<file path="src/rtl/i2c_af_pkg.sv">
package i2c_af_pkg;
  localparam int ADDR_W    = 7;
  localparam int SYNC_LEN  = 2;
  localparam int STABLE_N  = 3;

  typedef enum logic [2:0] {
    CAP_IDLE,
    CAP_SHIFT,
    CAP_ACK_WAIT,
    CAP_ACK,
    CAP_DONE,
    CAP_IGNORE
  } cap_state_t;
endpackage

</file>
<file path="src/rtl/line_filter.sv">
module line_filter #(
  parameter int SYNC_LEN = 2,
  parameter int STABLE_N = 3,
  parameter logic RST_VAL = 1'b1
) (
  input  logic clk,
  input  logic rst,
  input  logic din,
  output logic dout
);
  localparam int CW = $clog2(STABLE_N + 1);

  logic [SYNC_LEN-1:0] sync_q;
  logic [CW-1:0]       run_q;
  logic                filt_q;
  logic                synced;

  assign synced = sync_q[SYNC_LEN-1];

  always_ff @(posedge clk) begin
    if (rst) begin
      sync_q <= {SYNC_LEN{RST_VAL}};
    end else begin
      sync_q <= {sync_q[SYNC_LEN-2:0], din};
    end
  end

  // Level moves only after STABLE_N consecutive differing samples.
  always_ff @(posedge clk) begin
    if (rst) begin
      run_q  <= '0;
      filt_q <= RST_VAL;
    end else if (synced == filt_q) begin
      run_q <= '0;
    end else if (run_q == CW'(STABLE_N - 1)) begin
      run_q  <= '0;
      filt_q <= synced;
    end else begin
      run_q <= run_q + 1'b1;
    end
  end

  assign dout = filt_q;
endmodule

</file>
<file path="src/rtl/bus_events.sv">
module bus_events (
  input  logic clk,
  input  logic rst,
  input  logic scl_f,
  input  logic sda_f,
  output logic scl_rise,
  output logic scl_fall,
  output logic start_p,
  output logic stop_p
);
  logic scl_d, sda_d;

  always_ff @(posedge clk) begin
    if (rst) begin
      scl_d <= 1'b1;
      sda_d <= 1'b1;
    end else begin
      scl_d <= scl_f;
      sda_d <= sda_f;
    end
  end

  assign scl_rise = scl_f & ~scl_d;
  assign scl_fall = ~scl_f & scl_d;
  assign start_p  = scl_f & scl_d & sda_d & ~sda_f;
  assign stop_p   = scl_f & scl_d & ~sda_d & sda_f;
endmodule

</file>
<file path="src/rtl/addr_catcher.sv">
module addr_catcher
  import i2c_af_pkg::*;
#(
  parameter int AW = 7
) (
  input  logic          clk,
  input  logic          rst,
  input  logic          sda_f,
  input  logic          scl_rise,
  input  logic          scl_fall,
  input  logic          start_p,
  input  logic          stop_p,
  input  logic [AW-1:0] own_addr,
  input  logic          gc_en,
  input  logic          irq_clr,
  output logic          addr_hit,
  output logic          gc_hit,
  output logic          rw_bit,
  output logic          sda_pull,
  output logic          irq
);
  localparam int BW = AW + 1;
  localparam int CW = $clog2(BW);

  cap_state_t     st;
  logic [BW-2:0]  shreg;
  logic [CW-1:0]  bitcnt;
  logic [BW-1:0]  rx_byte;
  logic           last_bit, own_eq, gc_eq, set_own, set_gc;

  assign rx_byte  = {shreg, sda_f};
  assign last_bit = (st == CAP_SHIFT) && scl_rise && (bitcnt == CW'(BW - 1));
  assign own_eq   = (rx_byte[BW-1:1] == own_addr);
  assign gc_eq    = gc_en && (rx_byte == '0);
  assign set_own  = last_bit && own_eq;
  assign set_gc   = last_bit && gc_eq;

  always_ff @(posedge clk) begin
    if (rst) begin
      st       <= CAP_IDLE;
      shreg    <= '0;
      bitcnt   <= '0;
      sda_pull <= 1'b0;
    end else if (stop_p) begin
      st       <= CAP_IDLE;
      sda_pull <= 1'b0;
    end else if (start_p) begin
      st       <= CAP_SHIFT;
      bitcnt   <= '0;
      sda_pull <= 1'b0;
    end else begin
      unique case (st)
        CAP_SHIFT: if (scl_rise) begin
          shreg  <= rx_byte[BW-2:0];
          bitcnt <= bitcnt + 1'b1;
          if (last_bit) st <= (own_eq || gc_eq) ? CAP_ACK_WAIT : CAP_IGNORE;
        end
        CAP_ACK_WAIT: if (scl_fall) begin
          sda_pull <= 1'b1;
          st       <= CAP_ACK;
        end
        CAP_ACK: if (scl_fall) begin
          sda_pull <= 1'b0;
          st       <= CAP_DONE;
        end
        default: ;
      endcase
    end
  end

  // Sticky status: a new match overrides a clear in the same cycle.
  always_ff @(posedge clk) begin
    if (rst) begin
      addr_hit <= 1'b0;
      gc_hit   <= 1'b0;
      rw_bit   <= 1'b0;
      irq      <= 1'b0;
    end else begin
      if (irq_clr) begin
        addr_hit <= 1'b0;
        gc_hit   <= 1'b0;
        rw_bit   <= 1'b0;
        irq      <= 1'b0;
      end
      if (set_own) addr_hit <= 1'b1;
      if (set_gc)  gc_hit   <= 1'b1;
      if (set_own || set_gc) begin
        rw_bit <= rx_byte[0];
        irq    <= 1'b1;
      end
    end
  end
endmodule

</file>
<file path="src/rtl/i2c_addr_front.sv">
module i2c_addr_front
  import i2c_af_pkg::*;
(
  input  logic              clk,
  input  logic              rst,
  input  logic              scl_raw,
  input  logic              sda_raw,
  input  logic [ADDR_W-1:0] own_addr,
  input  logic              gc_en,
  input  logic              irq_clr,
  output logic              scl_f,
  output logic              sda_f,
  output logic              start_p,
  output logic              stop_p,
  output logic              addr_hit,
  output logic              gc_hit,
  output logic              rw_bit,
  output logic              sda_pull,
  output logic              irq
);
  localparam int NLINES = 2;

  logic [NLINES-1:0] raw_lines, filt_lines;
  logic              scl_rise, scl_fall;

  assign raw_lines = {sda_raw, scl_raw};

  for (genvar g = 0; g < NLINES; g++) begin : g_line
    line_filter #(
      .SYNC_LEN(SYNC_LEN),
      .STABLE_N(STABLE_N),
      .RST_VAL (1'b1)
    ) u_filt (
      .clk (clk),
      .rst (rst),
      .din (raw_lines[g]),
      .dout(filt_lines[g])
    );
  end

  assign scl_f = filt_lines[0];
  assign sda_f = filt_lines[1];

  bus_events u_evt (
    .clk     (clk),
    .rst     (rst),
    .scl_f   (scl_f),
    .sda_f   (sda_f),
    .scl_rise(scl_rise),
    .scl_fall(scl_fall),
    .start_p (start_p),
    .stop_p  (stop_p)
  );

  addr_catcher #(.AW(ADDR_W)) u_cap (
    .clk     (clk),
    .rst     (rst),
    .sda_f   (sda_f),
    .scl_rise(scl_rise),
    .scl_fall(scl_fall),
    .start_p (start_p),
    .stop_p  (stop_p),
    .own_addr(own_addr),
    .gc_en   (gc_en),
    .irq_clr (irq_clr),
    .addr_hit(addr_hit),
    .gc_hit  (gc_hit),
    .rw_bit  (rw_bit),
    .sda_pull(sda_pull),
    .irq     (irq)
  );
endmodule

</file>
<file path="config.mk">
export PLATFORM = sky130hd
export DESIGN_NAME = i2c_addr_front
export DESIGN_NICKNAME = d
export VERILOG_FILES = /design/src/rtl/i2c_af_pkg.sv /design/src/rtl/line_filter.sv /design/src/rtl/bus_events.sv /design/src/rtl/addr_catcher.sv /design/src/rtl/i2c_addr_front.sv
export SDC_FILE = /design/constraint.sdc
export NUM_CORES = 1
export LEC_CHECK = 0
export CAP_MARGIN = 15
export CORE_MARGIN = 2
export CORE_UTILIZATION = 40
export DETAILED_ROUTE_END_ITERATION = 6
export PLACE_DENSITY = 0.73
export SLEW_MARGIN = 20
export SYNTH_ARGS = -nofsm -noshare
export SYNTH_HDL_FRONTEND = slang
export SYNTH_SLANG_ARGS = --single-unit
</file>
<file path="constraint.sdc">
create_clock -name clk -period 3.63 [get_ports clk]
set_input_delay 0.9075 -clock clk [delete_from_list [all_inputs] [get_ports clk]]
set_output_delay 0.9075 -clock clk [all_outputs]
set_load 0.005 [all_outputs]
</file>
==> impl_metrics.env <==
export IMPL_status="finished, final reports clean"
export IMPL_yosysMostFrequentCell="dfxtp_1"
export IMPL_root_buffer="clkbuf_4"
export IMPL_path_class="reg -> out"
export IMPL_synth_top_area_share_pct=44.1
export IMPL_grt_pass1_vias=1122
export IMPL_regToRegSetupSlack_ps=1690
export IMPL_drv_slew=0
export IMPL_holdWs_ps=413
export IMPL_cap_violations=0
export IMPL_port_buffers=21
export IMPL_drcViolationCount=0
export IMPL_synth_common_cells="dfxtp_1 (30), a21oi_1 (11), nand2_1 (11), nor2_1 (9), xor2_1 (8)"
export IMPL_cp_startpoint="u_evt.scl_d"
export IMPL_end_kind="output port"
export IMPL_ys_ff_latch=30
export IMPL_antenna_found_initial=0
export IMPL_finalHoldViolCount=0
export IMPL_start_util_pct=41.2
export IMPL_grt_ovfl_total=0
export IMPL_fin_nets=181
export IMPL_worst_slew_pin_slew_ps=494
export IMPL_setup_viol=0
export IMPL_arrival_ps=1880
export IMPL_p_leak_nw=0.615
export IMPL_io_pins=22
export IMPL_die_w_um=62.4
export IMPL_vias_per_cell=5.24
export IMPL_syn_inst=143
export IMPL_synth_edf_count=0
export IMPL_syn_nets=160
export IMPL_insertion_delay_ps=340
export IMPL_cts_resized=0
export IMPL_clk_pin_slew_worst_paths_ps=90
export IMPL_ys_seq_area_share_pct=44.1
export IMPL_ir_worst_vdd_uv=218
export IMPL_antennaDiodeCount=0
export IMPL_min_period_ps=2790
export IMPL_post_cts_setup_buffers=0
export IMPL_cp_endpoint="start_p"
export IMPL_whs_path_depth=1
export IMPL_yosys_warnings=0
export IMPL_power_density_mw_per_mm2=348
export IMPL_synthTopCellsByArea="dfxtp_1 (44%), xor2_1 (5.1%), a21oi_1 (4.0%), ha_1 (3.7%), nand2_1 (3.0%)"
export IMPL_timing_fmax_mhz=358
export IMPL_avgSynthCellArea_sq_um=9.53
export IMPL_reg2reg_to="u_cap.bitcnt[0]"
export IMPL_area_growth_pct=21.7
export IMPL_num_rows=21
export IMPL_numCtsBuffers=5
export IMPL_gp_congestion=0.783
export IMPL_clockBufferDepth=2
export IMPL_fin_tns_setup_ps=0
export IMPL_cts_sinks=30
export IMPL_grt_pass1_wl_mm=4.95
export IMPL_rsz0062_at_grt="no"
export IMPL_coreArea_sq_mm=0.00331
export IMPL_postRouteWirelength_mm=2.77
export IMPL_ys_flop_type="dfxtp_1"
export IMPL_min_period_over_period_pct=76.9
export IMPL_r2r_start="g_line[0].u_filt.dout"
export IMPL_die_y_um=62.4
export IMPL_synth_area_sq_mm=0.00136
export IMPL_reg2reg_depth=4
export IMPL_die_area_sq_mm=0.00389
export IMPL_yosys_cell_types_count=44
export IMPL_fin_worst_skew_ps=7.80
export IMPL_hp_start="g_line[1].u_filt.run_q[0]"
export IMPL_cts_tree="built"
export IMPL_drtAntennaViolNets=0
export IMPL_wl_per_cell_um=13.1
export IMPL_async_flop_share_pct=0
export IMPL_max_slew_margin_pct=67.0
export IMPL_vias=1106
export IMPL_h_tree_depth=2
export IMPL_first_pass_iters=4
export IMPL_grt_start_max_net_pins=21
export IMPL_worstPathMaxFanout=15
export IMPL_worstPathRequired_ps=2720
export IMPL_yosys_area_top_type="dfxtp_1"
export IMPL_hold_class="reg -> reg"
export IMPL_drive_gt1_share_pct=13.9
export IMPL_grt_use_total_pct=16.2
export IMPL_startpoint_type="flip-flop"
export IMPL_drt_iter0_markers=28
export IMPL_cts_hold_buf=0
export IMPL_hpwl_mm=2.02
worst min-delay path by stage:
stage | end | slack (ps)
global placement | g_line[0].u_filt.sync_q[1] | 390
floorplan | g_line[0].u_filt.sync_q[1] | 390
global route | g_line[0].u_filt.sync_q[1] | 440
CTS | g_line[1].u_filt.run_q[0] | 420
detailed placement | g_line[0].u_filt.sync_q[1] | 400
finish | g_line[1].u_filt.run_q[0] | 410
registers in the layout, indices dropped and copies added, names as in the netlist:
signal,cells
u_cap.gc_hit,1
u_cap.rw_bit,1
g_line.u_filt.sync_q,4
u_cap.st,3
u_evt.scl_d,1
g_line.u_filt.dout,2
u_cap.addr_hit,1
u_cap.irq,1
g_line.u_filt.run_q,4
u_cap.shreg,7
u_evt.sda_d,1
u_cap.sda_pull,1
u_cap.bitcnt,3
layout by cell type, fill, tap and decap left out, types with 2 or more instances in the layout:
cell type / synthesis / layout
a21oi_1: 11 / 11
a211oi_1: 2 / 2
ha_1: 4 / 4
o21ai_0: 7 / 7
a211o_1: 2 / 2
o211ai_1: 2 / 2
or3_1: 2 / 2
clkdlybuf4s50_1: 0 / 21
a32oi_1: 2 / 2
and4bb_2: 2 / 2
xor2_1: 8 / 8
or2_2: 6 / 6
inv_1: 6 / 6
and4b_1: 2 / 2
nor2_1: 9 / 9
dfxtp_1: 30 / 30
xnor2_1: 3 / 3
nand2_1: 11 / 11
nor2b_1: 3 / 3
clkbuf_4: 0 / 5
layer usage:
metal,global-route usage (%),routed length (um),vias to the layer above
met1,18.1,1210,522
met3,5.80,139,7
met2,26.9,1350,27
li1,-,-,550
met5,0,0,-
met4,8.61,68,0
report_power, final:
part / switching (mW) / internal (mW)
combinational: 0.0151 / 0.0191
clock: 0.116 / 0.0937
sequential: 0.00168 / 0.332
cells by family (layout without fill, tap and decap cells):
group / after synthesis / in the layout / synth area share [%]
compound gates: 35 / 35 / 17.0
fa+ha+maj: 4 / 4 / 3.67
flops: 30 / 30 / 44.1
mux: 1 / 1 / 0.826
xor+xnor: 11 / 11 / 7.07
simple gates: 48 / 48 / 22.8
buf+inv: 14 / 36 / 4.59
per-stage QoR:
| step | utilization, % | setup slack (ps) | instance area (sq um) | total power, mW | instances |
|---|---|---|---|---|---|
| global placement | 48.3 | 1250 | 1600 | 0.374 | 203 |
| detailed placement | 48.3 | 1230 | 1600 | 0.376 | 203 |
| finish | 50.1 | 838 | 1660 | 0.578 | 211 |
| global route | 50.1 | 665 | 1660 | 0.600 | 211 |
| floorplan | - | 1740 | 1360 | 0.358 | 143 |
| CTS | 50.1 | 823 | 1660 | 0.583 | 211 |
layout make-up:
type	instances	area, sq um
Timing Repair Buffer	22	218
Fill cell	328	1650
Inverter	6	22.5
Tap cell	46	57.6
Clock buffer	7	55.1
Clock inverter	1	5.00
Multi-Input combinational cell	99	699
Sequential cell	30	601
critical path, stage by stage (launching register included):
cell and delay, ps:
dfxtp_1 640, nand4b_1 270, inv_1 130, clkdlybuf4s50_1 510
No activity file was read; power rests on OpenSTA's default activity.
